`src/rtl/unpack_pkg.sv`:
```
package unpack_pkg;

  // Lane width in bits for a packing code: bit 2 -> 32, bit 1 -> 16, else 8
  function automatic logic [5:0] lane_bits(input logic [2:0] code);
    if (code[2])      return 6'd32;
    else if (code[1]) return 6'd16;
    else              return 6'd8;
  endfunction

endpackage

```
`src/rtl/unpack_word_buf.sv`:
```
// Source select plus holding register for one FIFO word and its lane cursor
module unpack_word_buf #(
  parameter int WORD_W = 64,
  parameter int NSRC   = 3,
  parameter int SEL_W  = 2,
  parameter int IDX_W  = 3
) (
  input  logic                   clk,
  input  logic                   rst_n,
  input  logic [SEL_W-1:0]       src_sel,
  input  logic [NSRC*WORD_W-1:0] src_data,
  input  logic [NSRC-1:0]        src_valid,
  output logic [NSRC-1:0]        src_ready,
  input  logic                   take,
  input  logic [1:0]             step,
  input  logic [IDX_W:0]         nslots,
  output logic                   have,
  output logic [WORD_W-1:0]      word,
  output logic [IDX_W-1:0]       slot
);

  logic              have_q, have_d;
  logic [WORD_W-1:0] word_q;
  logic [IDX_W-1:0]  slot_q, slot_d;
  logic              sel_valid;
  logic [WORD_W-1:0] sel_word;
  logic              load;
  logic [IDX_W+1:0]  nxt;

  for (genvar s = 0; s < NSRC; s++) begin : g_ready
    assign src_ready[s] = !have_q && (src_sel == SEL_W'(s));
  end

  always_comb begin
    sel_valid = 1'b0;
    sel_word  = '0;
    for (int s = 0; s < NSRC; s++) begin
      if (src_sel == SEL_W'(s)) begin
        sel_valid = src_valid[s];
        sel_word  = src_data[s*WORD_W +: WORD_W];
      end
    end
  end

  assign load = !have_q && sel_valid;
  assign nxt  = {2'b00, slot_q} + {{IDX_W{1'b0}}, step};

  always_comb begin
    have_d = have_q;
    slot_d = slot_q;
    if (load) begin
      have_d = 1'b1;
      slot_d = '0;
    end else if (take) begin
      if (nxt >= {1'b0, nslots}) begin
        have_d = 1'b0;
        slot_d = '0;
      end else begin
        slot_d = nxt[IDX_W-1:0];
      end
    end
  end

  always_ff @(posedge clk or negedge rst_n) begin
    if (!rst_n) begin
      have_q <= 1'b0;
      slot_q <= '0;
    end else begin
      have_q <= have_d;
      slot_q <= slot_d;
    end
  end

  always_ff @(posedge clk or negedge rst_n) begin
    if (!rst_n)    word_q <= '0;
    else if (load) word_q <= sel_word;
  end

  assign have = have_q;
  assign word = word_q;
  assign slot = slot_q;

endmodule

```
`src/rtl/unpack_lane_align.sv`:
```
// Extracts one right-justified lane and moves its MSB to the top of the output
module unpack_lane_align #(
  parameter int WORD_W = 64,
  parameter int LANE_W = 32,
  parameter int OUT_W  = 24,
  parameter int IDX_W  = 3,
  parameter int MSB_W  = 5
) (
  input  logic [WORD_W-1:0] word,
  input  logic [IDX_W-1:0]  idx,
  input  logic [5:0]        lane_w,
  input  logic [MSB_W-1:0]  msb,
  output logic [OUT_W-1:0]  smp
);

  localparam logic [MSB_W-1:0] TOP = MSB_W'(LANE_W - 1);

  logic [WORD_W-1:0] shifted;
  logic [LANE_W-1:0] lmask;
  logic [LANE_W-1:0] raw;
  logic [LANE_W-1:0] up;
  logic [8:0]        sh;

  always_comb begin
    sh      = 9'(idx) * 9'(lane_w);
    shifted = word >> sh;
    if (32'(lane_w) >= LANE_W) lmask = '1;
    else                       lmask = (LANE_W'(1) << lane_w) - LANE_W'(1);
    raw     = shifted[LANE_W-1:0] & lmask;
    up      = raw << (TOP - msb);
    smp     = up[LANE_W-1 -: OUT_W];
  end

endmodule

```
`src/rtl/unpack_chan_gain.sv`:
```
// Per-channel scale by gain/256 (floor) and mute
module unpack_chan_gain #(
  parameter int OUT_W  = 24,
  parameter int GAIN_W = 8
) (
  input  logic [OUT_W-1:0]  din,
  input  logic [GAIN_W-1:0] gain,
  input  logic              gain_en,
  input  logic              mute,
  output logic [OUT_W-1:0]  dout
);

  localparam int PROD_W = OUT_W + GAIN_W + 1;

  logic signed [PROD_W-1:0] prod;
  logic signed [PROD_W-1:0] scaled;

  always_comb begin
    prod   = $signed(din) * $signed({1'b0, gain});
    scaled = prod >>> GAIN_W;
    if (mute)         dout = '0;
    else if (gain_en) dout = scaled[OUT_W-1:0];
    else              dout = din;
  end

endmodule

```
`src/rtl/audio_word_unpacker.sv`:
```
module audio_word_unpacker #(
  parameter int WORD_W = 64,
  parameter int NSRC   = 3,
  parameter int SEL_W  = 2,
  parameter int OUT_W  = 24,
  parameter int GAIN_W = 8,
  parameter int MASK_W = 8,
  parameter int LANE_W = 32
) (
  input  logic                   clk,
  input  logic                   rst_n,
  input  logic [SEL_W-1:0]       cfg_src,
  input  logic [2:0]             cfg_type,
  input  logic [$clog2(LANE_W)-1:0] cfg_msb,
  input  logic [MASK_W-1:0]      cfg_chmask,
  input  logic                   cfg_mix,
  input  logic                   cfg_gain_en,
  input  logic [GAIN_W-1:0]      cfg_gain_l,
  input  logic [GAIN_W-1:0]      cfg_gain_r,
  input  logic                   cfg_mute_l,
  input  logic                   cfg_mute_r,
  input  logic [NSRC*WORD_W-1:0] in_data,
  input  logic [NSRC-1:0]        in_valid,
  output logic [NSRC-1:0]        in_ready,
  output logic                   out_valid,
  input  logic                   out_ready,
  output logic [OUT_W-1:0]       out_left,
  output logic [OUT_W-1:0]       out_right
);
  import unpack_pkg::*;

  localparam int MSB_W = $clog2(LANE_W);
  localparam int IDX_W = $clog2(WORD_W / 8);
  localparam int NCH   = 2;

  logic              buf_have;
  logic [WORD_W-1:0] buf_word;
  logic [IDX_W-1:0]  buf_slot;
  logic              stereo;
  logic [1:0]        step;
  logic [5:0]        lw;
  logic [IDX_W:0]    nslots;
  logic              adv;

  logic [IDX_W-1:0]  lane_idx [NCH];
  logic [OUT_W-1:0]  lane_smp [NCH];
  logic [OUT_W-1:0]  mix_smp  [NCH];
  logic [OUT_W-1:0]  fin_smp  [NCH];
  logic [GAIN_W-1:0] ch_gain  [NCH];
  logic              ch_mute  [NCH];
  logic signed [OUT_W:0] msum;

  logic              ov_q, ov_d;
  logic [OUT_W-1:0]  ol_q, or_q;

  assign stereo = cfg_chmask[1];
  assign step   = stereo ? 2'd2 : 2'd1;
  assign lw     = lane_bits(cfg_type);

  always_comb begin
    if (cfg_type[2])      nslots = (IDX_W+1)'(WORD_W / 32);
    else if (cfg_type[1]) nslots = (IDX_W+1)'(WORD_W / 16);
    else                  nslots = (IDX_W+1)'(WORD_W / 8);
  end

  assign adv = buf_have && (!ov_q || out_ready);

  unpack_word_buf #(
    .WORD_W(WORD_W), .NSRC(NSRC), .SEL_W(SEL_W), .IDX_W(IDX_W)
  ) i_buf (
    .clk(clk), .rst_n(rst_n), .src_sel(cfg_src), .src_data(in_data),
    .src_valid(in_valid), .src_ready(in_ready), .take(adv), .step(step),
    .nslots(nslots), .have(buf_have), .word(buf_word), .slot(buf_slot)
  );

  assign lane_idx[0] = buf_slot;
  assign lane_idx[1] = stereo ? buf_slot + IDX_W'(1) : buf_slot;
  assign ch_gain[0]  = cfg_gain_l;
  assign ch_gain[1]  = cfg_gain_r;
  assign ch_mute[0]  = cfg_mute_l;
  assign ch_mute[1]  = cfg_mute_r;

  for (genvar c = 0; c < NCH; c++) begin : g_lane
    unpack_lane_align #(
      .WORD_W(WORD_W), .LANE_W(LANE_W), .OUT_W(OUT_W), .IDX_W(IDX_W), .MSB_W(MSB_W)
    ) i_align (
      .word(buf_word), .idx(lane_idx[c]), .lane_w(lw), .msb(cfg_msb), .smp(lane_smp[c])
    );
  end

  // mono sum: floor of the average, taken from the sum's upper bits
  assign msum = $signed({lane_smp[0][OUT_W-1], lane_smp[0]})
              + $signed({lane_smp[1][OUT_W-1], lane_smp[1]});

  for (genvar c = 0; c < NCH; c++) begin : g_chan
    assign mix_smp[c] = cfg_mix ? msum[OUT_W:1] : lane_smp[c];
    unpack_chan_gain #(.OUT_W(OUT_W), .GAIN_W(GAIN_W)) i_gain (
      .din(mix_smp[c]), .gain(ch_gain[c]), .gain_en(cfg_gain_en),
      .mute(ch_mute[c]), .dout(fin_smp[c])
    );
  end

  always_comb begin
    ov_d = ov_q;
    if (adv)            ov_d = 1'b1;
    else if (out_ready) ov_d = 1'b0;
  end

  always_ff @(posedge clk or negedge rst_n) begin
    if (!rst_n) ov_q <= 1'b0;
    else        ov_q <= ov_d;
  end

  always_ff @(posedge clk or negedge rst_n) begin
    if (!rst_n) begin
      ol_q <= '0;
      or_q <= '0;
    end else if (adv) begin
      ol_q <= fin_smp[0];
      or_q <= fin_smp[1];
    end
  end

  assign out_valid = ov_q;
  assign out_left  = ol_q;
  assign out_right = or_q;

endmodule

```
`config.mk`:
```
export PLATFORM = sky130hd
export DESIGN_NAME = audio_word_unpacker
export DESIGN_NICKNAME = d
export VERILOG_FILES = /design/src/rtl/unpack_pkg.sv /design/src/rtl/unpack_word_buf.sv /design/src/rtl/unpack_lane_align.sv /design/src/rtl/unpack_chan_gain.sv /design/src/rtl/audio_word_unpacker.sv
export SDC_FILE = /design/constraint.sdc
export NUM_CORES = 2
export LEC_CHECK = 0
export ABC_AREA = 1
export BUFFER_PORTS_ARGS = -buffer_cell sky130_fd_sc_hd__buf_4
export CORE_MARGIN = 2
export CORE_UTILIZATION = 55
export DETAILED_ROUTE_END_ITERATION = 12
export PLACE_DENSITY = 0.75
export REMOVE_ABC_BUFFERS = 1
export SYNTH_ARGS = -nofsm -noshare
export SYNTH_HDL_FRONTEND = slang
export SYNTH_SLANG_ARGS = --single-unit
```
`constraint.sdc`:
```
create_clock -name clk -period 20.4 [get_ports clk]
set_clock_uncertainty 0.2 [all_clocks]
set_input_delay 4.08 -clock clk [delete_from_list [all_inputs] [get_ports clk]]
set_output_delay 4.08 -clock clk [all_outputs]
set_load 0.05 [all_outputs]
```
Word level (Yosys, flattened, before mapping)
Index checks and enable logic that the tools add are counted.
Operators by class
  mux-type cells: 27
  bitwise gates (word level): 2
  shift operators: 5
  magnitude comparators: 2
  multipliers: 4
  reduce and logical (&&, ||, !) cells: 13
  equality and inequality tests: 2
  $add $sub $neg: 5
Operators by type and width (count)
  64-bit two-way mux: 3
  24-bit two-way mux: 6
  64-bit by 9-bit right shift with 32-bit output: 2
  32-bit bitwise AND: 2
  24-bit by 9-bit multiplier with 32-bit output: 2
  32-bit by 5-bit << shifter with 32-bit output: 2
  32-bit two-way mux: 1
  1-bit by 6-bit << shifter with 32-bit output, first input constant: 1
  32-bit by 2-bit subtractor with 32-bit output, second input constant: 1
  24-bit by 24-bit adder with 25-bit output: 1
  3-bit by 6-bit multiplier with 9-bit output: 2
  3-bit two-way mux: 4
  1-bit two-way mux: 8
  4-bit two-way mux: 2
  6-bit greater-or-equal comparator, second input constant: 1
  6-bit two-way mux: 1
  2-bit nonzero test: 3
  5-bit by 4-bit greater-or-equal comparator with 1-bit output: 1
  1-bit logical AND: 5
  5-bit two-way mux: 1
  5-bit subtractor, first input constant: 1
  3-bit by 2-bit adder with 4-bit output: 1
  3-bit by 1-bit adder with 3-bit output, second input constant: 1
  2-bit by 1-bit == test with 1-bit output, second input constant: 1
  6 further kinds: 7
Word-level totals
  output and inout bits: 52
  flip-flop bits (word level): 117
  bits of input ports: 236

Longest topological paths before layout
  word-level depth: 12
  gate-level depth with buffers: 64
  depth with buffers taken out: 62

By module
Synthesis repeated with hierarchy kept, for this count alone.
Unflattened totals
  cells, all modules: 6709
  area, all modules: 37903.9 sq um
Modules (own cells, without submodules)
  unpack_lane_align at g_lane[1].i_align: times used 1, area an instance 7529.7 sq um, cells an instance 1585, sequential area each 0.0 sq um
  unpack_lane_align at g_lane[0].i_align: times used 1, area an instance 7450.9 sq um, cells an instance 1562, sequential area each 0.0 sq um
  unpack_chan_gain at g_chan[0].i_gain: times used 1, area an instance 7449.6 sq um, cells an instance 1131, sequential area each 0.0 sq um
  unpack_chan_gain at g_chan[1].i_gain: times used 1, area an instance 7398.3 sq um, cells an instance 1113, sequential area each 0.0 sq um
  audio_word_unpacker: times used 1, area an instance 4131.5 sq um, cells an instance 710, sequential area each 1226.2 sq um
  unpack_word_buf: times used 1, area an instance 3943.8 sq um, cells an instance 608, sequential area each 1701.6 sq um

Worst setup path before layout
Ideal clock, no wire load.
  path kind: input port to flip-flop
  from: in cfg_chmask[1]
  to: reg ol_q[21] (netlist: out_left[21])
  arrival: 12919 ps
  library setup time: 118 ps
  path buffers: 2
  cell stages on the path: 54
  setup slack: 7163 ps
  data required time: 20082 ps
  cells stage by stage: inv_1 ha_1 inv_1 nand2_1 fa_1 inv_1 ha_1 inv_1 fa_1 nor2_1 nand2_1 a21oi_2 buf_4 buf_4 nand2_1 a2111oi_0 nand2_1 a31oi_1 (+18 left out) fa_1 inv_1 fa_1 fa_1 inv_1 fa_1 inv_1 ha_1 a21oi_1 o21ai_0 a21oi_1 nor2_1 a311oi_1 nand2_1 nand2_1 nand3_1 nand2_1 nand2_1
On the way
  longest elaborated chain between the ends: 10
Ends and longest elaborated chain
  start, declared: line audio_word_unpacker.sv:15  | input logic [MASK_W-1:0] cfg_chmask,
  3-bit two-way mux (*): line audio_word_unpacker.sv:77  | assign lane_idx[1] = stereo ? buf_slot + IDX_W'(1) : buf_slot;
  3-bit by 6-bit multiplier with 9-bit output (*): line unpack_lane_align.sv:25  | sh = 9'(idx) * 9'(lane_w);
  64-bit by 9-bit right shift with 32-bit output (*): line unpack_lane_align.sv:26  | shifted = word >> sh;
  32-bit bitwise AND (*): line unpack_lane_align.sv:29  | raw = shifted[LANE_W-1:0] & lmask;
  32-bit by 5-bit << shifter with 32-bit output (*): line unpack_lane_align.sv:30  | up = raw << (TOP - msb);
  24-bit by 24-bit adder with 25-bit output (*): line audio_word_unpacker.sv:93  | + $signed({lane_smp[1][OUT_W-1], lane_smp[1]});
  24-bit two-way mux (*): line audio_word_unpacker.sv:96  | assign mix_smp[c] = cfg_mix ? msum[OUT_W:1] : lane_smp[c];
  24-bit by 9-bit multiplier with 32-bit output: line unpack_chan_gain.sv:19  | prod = $signed(din) * $signed({1'b0, gain});
  24-bit two-way mux (*): line unpack_chan_gain.sv:22  | else if (gain_en) dout = scaled[OUT_W-1:0];
  24-bit two-way mux (*): line unpack_chan_gain.sv:21  | if (mute) dout = '0;
  end signal, assigned: line audio_word_unpacker.sv:119  | ol_q <= fin_smp[0];
  end, declared: line audio_word_unpacker.sv:54  | logic [OUT_W-1:0] ol_q, or_q;
Mark *: on every way between the ends. The rest lies on a longest branch, timed or not.
A chain may end at the register's enable or synchronous reset.

Worst setup path in the final report
  from: in cfg_type[2]
  to: reg or_q[22] (netlist: out_right[22])
On the way
  longest elaborated chain between the ends: 11
  elaborated cells on any way between the ends: 18
  those cells by class: 2 x add/sub; 3 x mul; 1 x order compare; 5 x shift; 5 x mux; 2 x bitwise
Ends and longest elaborated chain
  start, declared: line audio_word_unpacker.sv:13  | input logic [2:0] cfg_type,
  6-bit two-way mux (*): line unpack_pkg.sv:5  | if (code[2]) return 6'd32;
  branches (longest 6 deep; another with 24-bit by 24-bit adder with 25-bit output)
  24-bit two-way mux (*): line audio_word_unpacker.sv:96
  24-bit by 9-bit multiplier with 32-bit output: line unpack_chan_gain.sv:19
  24-bit two-way mux (*): line unpack_chan_gain.sv:22
  24-bit two-way mux (*): line unpack_chan_gain.sv:21
  end signal, assigned: line audio_word_unpacker.sv:120  | or_q <= fin_smp[1];
  end, declared: line audio_word_unpacker.sv:54
Every way passes the cells marked *.

==> results.yml <==
timing:
  clock.fmax_mhz: 63.73
  setup_viol: 0
  hold_violations: 0
  slew_violations: 0
  rsz0062_at_grt: "no"
  timing.setup.tns_ps: 0
  fin_crit_ps: 15690
  worstMarginPinSlew_ps: 1311
  timing.final.crit_share: 0.7692
  slew-limit-headroom: 0.1035
cells_and_area:
  final_cell_mix: "1233 x nand2_1, 630 x inv_1, 438 x nor2_1"
  fill_cells: 5012
  post-route-util: 0.6131
  regArea_mm2: 0.002928
  instances_no_fill: 5173
  multi_input_area_mm2: 0.02168
  final_nets: 5179
  stdcell_area_mm2: 0.03082
  syn_to_final_growth_pct: 9.934
  drive_gt1_frac: 0.09422
  final_common_cell: "nand2_1"
worst_setup_path:
  cpPeakStageDelay_ps: 570
  worstPathArrival_ps: 15880
  worst-setup-path-type: "in2reg"
  critPathMaxFanout: 77
  crit_path_start_kind: "input port"
  path_delay_family: "simple AND/OR/NAND/NOR gates"
  crit_buf_inv: 12
  critPathRequiredTime_ps: 20580
  critPathSlowestCell: "nand2_4"
  cp-end-kind: "flop"
hold_path:
  hp-class: "reg2reg"
route:
  drt-initial-drc-count: 2892
  wire_per_inst_um: 17.76
  drc: 0
  totalWireLength_um: 91880
  ant_nets: 0
  viasPerCell: 5.748
  vias: 29734
  drt_pass1_iterations: 8
cts:
  clk_pin_slew_ps: 60
  root_buffer: "clkbuf_16"
  cts_resized: 0
  clockBufferDepth: 2
  cts_sinks: 117
  cts_tree: "done"
  numCtsBuffers: 17
  h-tree-depth: 4
  hold_buffers: 0
  clkLatencyLatePin_ps: 510
  cts_setup_buffers: 0
placement:
  gp_congestion: 1.011
  place_hpwl_um: 72680
  port_buffers: 279
  place_inst: 5140
  placed_area_mm2: 0.03024
global_routing:
  grt_pass1_vias: 29061
  grt_first_pass_wirelength_um: 149200
  overflow: 0
  track_usage: 0.3528
  grt_max_degree: 99
  antenna_found_initial: 1
synthesis:
  ys_ff_latch: 117
  postSynthAreaPerCell_um2: 6.404
  syn_inst: 4378
  yosys-top-cells-area: "fa_1 21%, nand2_1 17%, dfrtp_1 10%"
  ys_warn_count: 0
  ys_seq_area_frac: 0.1044
  synth_flop_cell: "dfrtp_1"
  synth_edf_count: 0
  synth_cell_types: 60
  yosys.area.top_type: "fa_1"
  netlist.area_leader.share: 0.2142
  synth.cell_area_mm2: 0.02804
  async_reset_ff_frac: 1.000
status:
  outcome: "finished, final reports clean"
die:
  core_area_mm2: 0.05027
  initial_core_util: 0.5577
  dieArea_mm2: 0.05280
  die_y_um: 229.8
  die_w_um: 229.8
  io_pins: 288
  rows: 82
flow_run:
  drv_cap: 0
## worst min-delay path, delay by kind of cell, from the launching register on
kind	cells	cell delay, ps
flops	1	340
simple gates	2	100
## layer usage
| metal | track usage | up-vias | share of wire |
|---|---|---|---|
| li1 | - | 14228 | - |
| met1 | 0.4734 | 13911 | 0.42 |
| met2 | 0.5645 | 1363 | 0.45 |
| met3 | 0.06572 | 232 | 0.091 |
| met4 | 0.1395 | 0 | 0.038 |
| met5 | 0 | - | 0 |
## metrics by stage
| stage | hold WS [ps] | setup WS (ps) |
|---|---|---|
| final | 275.6 | 4709 |
| after global routing | 295.2 | 4089 |
| after CTS | 282.4 | 5104 |
| after detailed placement | 266.3 | 4615 |
| after global placement | 263.6 | 4698 |
| after floorplan | 326.5 | 6312 |
## Yosys cell counts, types with 10 or more instances
cell type	count
nand3_1	379
mux2i_1	16
clkinv_1	11
fa_1	300
a41oi_1	64
or2_2	14
nor3_1	33
nand4_1	32
a31oi_1	12
buf_2	30
clkbuf_1	138
o21ai_1	66
a211oi_1	10
nor2_1	442
o211ai_1	52
o221ai_1	10
nand2_2	26
a2111oi_0	16
inv_1	631
dfrtp_1	117
o21ai_0	185
a21oi_1	216
buf_1	31
nand2_1	1234
buf_6	14
xnor2_1	14
xor2_1	13
ha_1	156
## cell families (layout without fill, tap and decap cells)
| kind of cell | Yosys count | in the layout | share of synthesized area |
|---|---|---|---|
| and+or+nand+nor | 2200 | 2200 | 0.3256 |
| buffers and inverters | 873 | 995 | 0.1234 |
| adders and majority gates | 456 | 456 | 0.2838 |
| DFF | 117 | 117 | 0.1044 |
| other | 0 | 1 | 0 |
| xor gates and xnor gates | 27 | 27 | 0.008435 |
| AOI/OAI and AO/OA | 689 | 689 | 0.1486 |
| muxes | 16 | 16 | 0.005712 |
## worst paths after layout
check | slack (ps) | depth (start not counted) | end | from
setup / recovery | 4710 | 56 | out_right[22] | cfg_type[2]
hold / removal | 280 | 2 | out_right[19] | out_right[19]
setup reg to reg | 7860 | 49 | out_right[22] | i_buf.slot[0]
hold reg to reg | 280 | 2 | out_right[19] | out_right[19]
max in group asynchronous | 15440 | 2 | out_right[7] | rst_n
min in group asynchronous | 3330 | 1 | i_buf.word[13] | rst_n
## final cells by class
class | instances | share of cell area
antenna | 1 | 0.00008119
clock buffer | 18 | 0.01425
clock inverter | 14 | 0.004506
inverter | 651 | 0.07928
multi-input combinational | 3388 | 0.7035
sequential | 117 | 0.09499
tap | 672 | 0.02728
timing repair buffer | 312 | 0.07612
## sequential cells by signal, indices dropped and copies added (netlist names)
register / count
i_buf.slot: 3
out_right: 24
out_valid: 1
i_buf.have: 1
i_buf.word: 64
out_left: 24
Power is left out: the tool's default activity adds up to more than one toggle a clock period on the data nets, which glitch-free logic cannot reach.
